==> config.mk <==
export PLATFORM = sky130hd
export DESIGN_NAME = axc_tx_buffer
export DESIGN_NICKNAME = d
export VERILOG_FILES = /design/src/rtl/axcbuf_pkg.sv /design/src/rtl/axcbuf_store.sv /design/src/rtl/axcbuf_gate.sv /design/src/rtl/axcbuf_ctrl.sv /design/src/rtl/axc_tx_buffer.sv
export SDC_FILE = /design/constraint.sdc
export NUM_CORES = 1
export LEC_CHECK = 0
export BUFFER_PORTS_ARGS = -buffer_cell sky130_fd_sc_hd__buf_2
export CAP_MARGIN = 20
export CORE_MARGIN = 2
export CORE_UTILIZATION = 62
export DETAILED_ROUTE_END_ITERATION = 10
export GPL_ROUTABILITY_DRIVEN = 0
export GPL_TIMING_DRIVEN = 0
export PLACE_DENSITY = 0.76
export SLEW_MARGIN = 10
export SYNTH_ARGS = -nofsm -noshare
export SYNTH_HDL_FRONTEND = slang
export SYNTH_SLANG_ARGS = --single-unit
==> constraint.sdc <==
create_clock -name clk -period 5.9 [get_ports clk]
set_input_delay 1.18 -clock clk [delete_from_list [all_inputs] [get_ports clk]]
set_output_delay 1.18 -clock clk [all_outputs]
set_load 0.01 [all_outputs]
==> src/rtl/axcbuf_pkg.sv <==
package axcbuf_pkg;

  typedef enum logic [1:0] {
    GATE_IDLE  = 2'd0,
    GATE_COUNT = 2'd1,
    GATE_OPEN  = 2'd2
  } gate_state_t;

  // next slot index, wrapping at depth
  function automatic int unsigned wrap_inc(int unsigned p, int unsigned depth);
    return (p + 1 >= depth) ? 0 : p + 1;
  endfunction

  // occupancy after one cycle of optional add and remove
  function automatic int unsigned level_next(int unsigned lvl, logic add, logic sub);
    int unsigned v;
    v = lvl;
    if (add) v = v + 1;
    if (sub) v = v - 1;
    return v;
  endfunction

  // true when the strobe count has reached the programmed offset
  function automatic logic skip_done(int unsigned cnt, int unsigned ofs);
    return cnt == ofs;
  endfunction

endpackage

==> src/rtl/axcbuf_store.sv <==
module axcbuf_store #(
  parameter int DATA_W = 32,
  parameter int DEPTH  = 32,
  localparam int PTR_W = (DEPTH > 1) ? $clog2(DEPTH) : 1
) (
  input  logic              clk,
  input  logic              rst_n,
  input  logic              wr_en,
  input  logic [PTR_W-1:0]  wr_addr,
  input  logic [DATA_W-1:0] wr_data,
  input  logic              rd_en,
  input  logic [PTR_W-1:0]  rd_addr,
  output logic              rd_valid,
  output logic [DATA_W-1:0] rd_data
);

  logic [DATA_W-1:0] slots [DEPTH];

  always_ff @(posedge clk) begin
    if (wr_en) slots[wr_addr] <= wr_data;
  end

  always_ff @(posedge clk or negedge rst_n) begin
    if (!rst_n) begin
      rd_valid <= 1'b0;
      rd_data  <= '0;
    end else begin
      rd_valid <= rd_en;
      if (rd_en) rd_data <= slots[rd_addr];
    end
  end

endmodule

==> src/rtl/axcbuf_gate.sv <==
module axcbuf_gate
  import axcbuf_pkg::*;
#(
  parameter int OFS_W = 8
) (
  input  logic             clk,
  input  logic             rst_n,
  input  logic             resync,
  input  logic             frame_ref,
  input  logic             rd_req,
  input  logic [OFS_W-1:0] map_offset,
  output logic             rd_accept
);

  gate_state_t      state;
  logic [OFS_W-1:0] skip_cnt;
  logic             hit;
  logic             pass;

  assign hit  = skip_done(32'(skip_cnt), 32'(map_offset));
  assign pass = (state == GATE_OPEN) ||
                (state == GATE_COUNT && !frame_ref && hit);
  assign rd_accept = rd_req && pass && !resync;

  always_ff @(posedge clk or negedge rst_n) begin
    if (!rst_n) begin
      state    <= GATE_IDLE;
      skip_cnt <= '0;
    end else if (resync) begin
      state    <= GATE_IDLE;
      skip_cnt <= '0;
    end else begin
      unique case (state)
        GATE_IDLE: begin
          if (frame_ref) begin
            state    <= GATE_COUNT;
            skip_cnt <= '0;
          end
        end
        GATE_COUNT: begin
          if (frame_ref) begin
            skip_cnt <= '0;
          end else if (rd_req) begin
            if (hit) state <= GATE_OPEN;
            else     skip_cnt <= skip_cnt + OFS_W'(1);
          end
        end
        GATE_OPEN: state <= GATE_OPEN;
        default:   state <= GATE_IDLE;
      endcase
    end
  end


  open_holds_chk: assert property (@(posedge clk) disable iff (!rst_n)
    (state == GATE_OPEN && !resync) |=> (state == GATE_OPEN));


  resync_disarms_chk: assert property (@(posedge clk) disable iff (!rst_n)
    resync |=> (state == GATE_IDLE));


  idle_blocks_chk: assert property (@(posedge clk) disable iff (!rst_n)
    (state == GATE_IDLE) |-> !rd_accept);

endmodule

==> src/rtl/axcbuf_ctrl.sv <==
module axcbuf_ctrl
  import axcbuf_pkg::*;
#(
  parameter int DEPTH  = 32,
  localparam int PTR_W = (DEPTH > 1) ? $clog2(DEPTH) : 1,
  localparam int LVL_W = $clog2(DEPTH + 1)
) (
  input  logic             clk,
  input  logic             rst_n,
  input  logic             wr_valid,
  input  logic             resync,
  input  logic             rd_accept,
  output logic             wr_en,
  output logic [PTR_W-1:0] wr_addr,
  output logic             rd_en,
  output logic [PTR_W-1:0] rd_addr,
  output logic             ovf_flag,
  output logic             udf_flag
);

  logic [PTR_W-1:0] wptr, rptr;
  logic [LVL_W-1:0] level;
  logic             full, empty;
  logic             wr_drop, rd_starve;

  assign full      = (32'(level) == DEPTH);
  assign empty     = (level == '0);
  assign rd_en     = rd_accept && !empty;
  assign rd_starve = rd_accept && empty;
  assign wr_en     = wr_valid && (resync || !full || rd_en);
  assign wr_drop   = wr_valid && !wr_en;
  assign wr_addr   = resync ? '0 : wptr;
  assign rd_addr   = rptr;

  always_ff @(posedge clk or negedge rst_n) begin
    if (!rst_n) begin
      wptr     <= '0;
      rptr     <= '0;
      level    <= '0;
      ovf_flag <= 1'b0;
      udf_flag <= 1'b0;
    end else if (resync) begin
      wptr     <= wr_valid ? PTR_W'(wrap_inc(0, DEPTH)) : '0;
      rptr     <= '0;
      level    <= wr_valid ? LVL_W'(1) : '0;
      ovf_flag <= 1'b0;
      udf_flag <= 1'b0;
    end else begin
      if (wr_en) wptr <= PTR_W'(wrap_inc(32'(wptr), DEPTH));
      if (rd_en) rptr <= PTR_W'(wrap_inc(32'(rptr), DEPTH));
      level    <= LVL_W'(level_next(32'(level), wr_en, rd_en));
      ovf_flag <= ovf_flag | wr_drop;
      udf_flag <= udf_flag | rd_starve;
    end
  end


  resync_slot0_chk: assert property (@(posedge clk) disable iff (!rst_n)
    (resync && wr_valid) |=> (level == LVL_W'(1) && !ovf_flag && !udf_flag));


  ovf_sticky_chk: assert property (@(posedge clk) disable iff (!rst_n)
    (ovf_flag && !resync) |=> ovf_flag);


  udf_sticky_chk: assert property (@(posedge clk) disable iff (!rst_n)
    (udf_flag && !resync) |=> udf_flag);


  drop_keeps_level_chk: assert property (@(posedge clk) disable iff (!rst_n)
    wr_drop |=> (ovf_flag && level == $past(level)));


  starve_flags_chk: assert property (@(posedge clk) disable iff (!rst_n)
    (rd_accept && level == '0) |=> udf_flag);


  level_bound_chk: assert property (@(posedge clk) disable iff (!rst_n)
    32'(level) <= DEPTH);

endmodule

==> src/rtl/axc_tx_buffer.sv <==
module axc_tx_buffer #(
  parameter int DATA_W = 32,
  parameter int DEPTH  = 32,
  parameter int OFS_W  = 8,
  localparam int PTR_W = (DEPTH > 1) ? $clog2(DEPTH) : 1
) (
  input  logic              clk,
  input  logic              rst_n,
  input  logic              wr_valid,
  input  logic [DATA_W-1:0] wr_data,
  input  logic              resync,
  input  logic              rd_req,
  input  logic [OFS_W-1:0]  map_offset,
  input  logic              frame_ref,
  output logic              rd_valid,
  output logic [DATA_W-1:0] rd_data,
  output logic              ovf_flag,
  output logic              udf_flag
);

  logic             rd_accept;
  logic             wr_en, rd_en;
  logic [PTR_W-1:0] wr_addr, rd_addr;

  axcbuf_gate #(.OFS_W(OFS_W)) u_gate (
    .clk        (clk),
    .rst_n      (rst_n),
    .resync     (resync),
    .frame_ref  (frame_ref),
    .rd_req     (rd_req),
    .map_offset (map_offset),
    .rd_accept  (rd_accept)
  );

  axcbuf_ctrl #(.DEPTH(DEPTH)) u_ctrl (
    .clk       (clk),
    .rst_n     (rst_n),
    .wr_valid  (wr_valid),
    .resync    (resync),
    .rd_accept (rd_accept),
    .wr_en     (wr_en),
    .wr_addr   (wr_addr),
    .rd_en     (rd_en),
    .rd_addr   (rd_addr),
    .ovf_flag  (ovf_flag),
    .udf_flag  (udf_flag)
  );

  axcbuf_store #(.DATA_W(DATA_W), .DEPTH(DEPTH)) u_store (
    .clk      (clk),
    .rst_n    (rst_n),
    .wr_en    (wr_en),
    .wr_addr  (wr_addr),
    .wr_data  (wr_data),
    .rd_en    (rd_en),
    .rd_addr  (rd_addr),
    .rd_valid (rd_valid),
    .rd_data  (rd_data)
  );


  gate_blocks_read_chk: assert property (@(posedge clk) disable iff (!rst_n)
    !rd_accept |-> !rd_en);


  read_valid_next_chk: assert property (@(posedge clk) disable iff (!rst_n)
    rd_en |=> rd_valid);


  empty_no_valid_chk: assert property (@(posedge clk) disable iff (!rst_n)
    (rd_accept && !rd_en) |=> !rd_valid);

endmodule

==> results.md <==
* Simple-gate portion of the synthesized area at 0.0191
* Post-layout minimum cycle time at 4490 ps
* Required arrival time at the worst endpoint at 6240 ps
* Share of layout cells above drive strength 1 at 0.337
* Number of buffers inserted for hold repair after clock tree synthesis at 0
* Initial drt markers at 3127
* Post-CTS resize count at 0
* Setup WS post-layout at 1410 ps
* Commonest register cell after synthesis: edfxtp_1
* Total clock sinks at 1085
* CP Launch Point: u_gate.state[1]
* Tightest hold margin at 475 ps
* Number of enable flip-flop cells after synthesis at approximately 1.0k
* Slew of the pin with the lowest slew margin at 1210 ps
* Compound-gate portion of the synthesized area at 0.0125
* Power per Cell Area at 343 nW/um2
* Synth Register Bits at 1085
* Multiplexer share of the synthesized area at 0.180
* Antenna violations before repair at 0
* Max FO, Critical Path at 18
* Count of buffers inserted at the top-level ports at 79
* Core area at between 60000 and 70000 um2
* Setup Fix Bufs, Post-CTS at 0
* Area after detailed placement at 44900 um2
* Vertical die dimension at about 260 um
* Ys async rst share at 0.0562
* Highest ir drop seen on vdd at between 0.3 and 0.4 mV
* Antenna-violating nets left at 0
* Number of different library cells in the post-synthesis netlist at 53
* Overflow left after global routing at 0
* Most instantiated library cell after synthesis: edfxtp_1
* Setup violations, final at 0
* Static leakage power at 15.3 nW
* Die Width at between 200 and 300 um
* Worst max-slew margin expressed relative to the limit at 0.196
* Worst Skew at between 20 and 25 ps
* Area added between synthesis and finish at 15.5%
* Top post-synthesis cells by area: edfxtp_1, mux4_2, dfrtp_1
* Adder-cell share of the synthesized area at 0.00269
* Area of the die at 69700 um2
* HPWL reported at the end of detailed placement at around 66000 um
* Ant diodes at 0
* Synth Area per Inst at 22.9 um2
* Yosys warning total at 0
* Detailed-route vias per instance at 7.06
* Number of top-level pins at 81
* Placement-stage worst setup slack at just over 1000 ps
* Final routed DRC violation total at 0
* Max Transition Viols Final at 0
* Cell types with the highest counts after synthesis: edfxtp_1, mux4_2, dfrtp_1
* Startpoint kind of the worst setup timing path: register
* Overall via count from detail_route at ~22k
* # rows at 95
* Result of the run: completed
* Final cell count without fillers at roughly 3k
* Final worst-path cycle share at 0.760
* Post-Syn Nets at approximately 1.9k
* Post-route cell area at roughly 48000 um2
* Share of Yosys cell area claimed by the top area cell type at 0.734
* Post-layout nets at 2187
* Number of instances in the synthesized netlist at 1830
* Starting density of the core at 0.625
* Clock-pin transition on the worst setup and hold timing paths at 60 ps
* Min-delay worst type: input port to async pin
* Summed instance area of the synthesized netlist at roughly 42000 um2
* Maximum number of pins on one net before global-route repair at 36
* Length of the first detailed-routing pass in iterations at 5
* Setup repair after global routing missed its margin: no
* Number of failing hold endpoints at the final stage at 0
* Wire length of the first global-routing pass at 155000 um
* All-Layer GR Usage at 0.318
* Drt total wl at around 110000 um
* Number of H-tree branching levels at 3
* Total instance count after detailed placement at slightly below 3k
* Mean routed wirelength per cell at 35.0 um
* Cell at the root of the clock tree: clkbuf_16
* Dominant combinational cell family by area after synthesis: multiplexers
* CTS tree: yes
* Clk Latency, worst-skew pair at about 670 ps
* R2r startpoint: u_gate.state[1]
* Critical Path Sink Type: register
* Worst endpoint data arrival time at ~4800 ps
* Via count of the first global-routing pass at 22.4k
* Most area-hungry cell type in the Yosys netlist: edfxtp_1
* Total Power at 16.6 mW
* Area share of xor/xnor cells in the synthesized design at 0.00457
* Number of CTS-inserted buffers at 103
* Setup CP Type: register to register
* Sequential fraction of the synthesis area at 0.770
* Max-capacitance violation count at 0
* Fmax at around 0.22 GHz
* Deepest clock path buffer count at 3
## worst max-delay path: stages (launching register included)
cell and delay (ps):
dfrtp_1 400, inv_1 130, ha_1 290, nor4bb_1 440
nand2_1 130, or3_1 380, nand2_2 180, nand2_2 240
or3_1 380, clkbuf_1 430, nor2_4 820, buf_12 270
## through the flow
stage,setup TNS (ps),util
2_1_floorplan,0,-
4_1_cts,0,0.720
3_3_place_gp,-1961030,0.647
5_1_grt,0,0.722
6_report,0,0.722
3_5_place_dp,0,0.669
## path summary, 6_finish.rpt
check	endpoint	slack [ps]	cells after the start
worst max-delay path	u_store.slots[25][22]	1410	11
worst min-delay path	u_gate.skip_cnt[1]	480	1
worst max register to register	u_store.slots[25][22]	1410	11
worst min register to register	u_store.rd_data[10]	480	2
max in group asynchronous	u_store.rd_data[18]	4780	2
min in group clk	u_store.rd_data[10]	480	2
## power by group
group,switching (mW),internal [mW],total [mW]
registers,0.0868,8.57,8.66
clock network,2.86,3.87,6.73
logic,0.714,0.504,1.22
total,3.66,12.9,16.6
## placed cells by master, fill, tap and decap left out, types with 9 or more instances in the layout
cell	count
mux2i_1	33
nand3_1	12
edfxtp_1	1024
buf_4	72
buf_12	10
clkbuf_16	104
clkbuf_1	74
clkinv_2	27
o21ai_0	50
dfrtp_1	61
buf_1	13
a21oi_1	12
xnor2_1	12
nor2_1	27
mux4_2	320
buf_16	13
nor2_4	16
buf_6	15
buf_2	106
clkinv_1	12
ha_1	9
bufinv_16	13
nand2_1	56
## routing by layer
metal,up-vias,wire [um],GRT usage
met5,-,0,0
met4,0,4460,0.131
met3,289,12200,0.0605
met2,1730,54000,0.516
met1,11459,37400,0.434
li1,8347,-,-
## flip-flops by register name, summed over array words and instances (netlist names)
name / flops
u_store.slots: 1024
u_store.rd_data: 32
u_gate.skip_cnt: 8
u_ctrl.level: 6
u_ctrl.rd_addr: 5
u_ctrl.wptr: 5
u_gate.state: 2
u_ctrl.ovf_flag: 1
u_ctrl.udf_flag: 1
u_store.rd_valid: 1
## layout make-up
cell class,instances,area (um2)
Sequential cell,1085,32300
Clock inverter,66,691
Buffer,97,409
Tap cell,873,1090
Timing Repair Buffer,197,1750
Fill cell,3689,18700
Multi-Input combinational cell,639,9390
Inverter,9,46.3
Clock buffer,125,2730
## cell families after synthesis
family / after synthesis
AO/OA/AOI/OAI: 90
buffers and inverters: 106
flip-flops: 1085
adder cells (fa/ha/maj): 9
XOR/XNOR: 21
multiplexers: 354
AND/OR/NAND/NOR: 165
No activity file was read; power rests on OpenSTA's default activity.
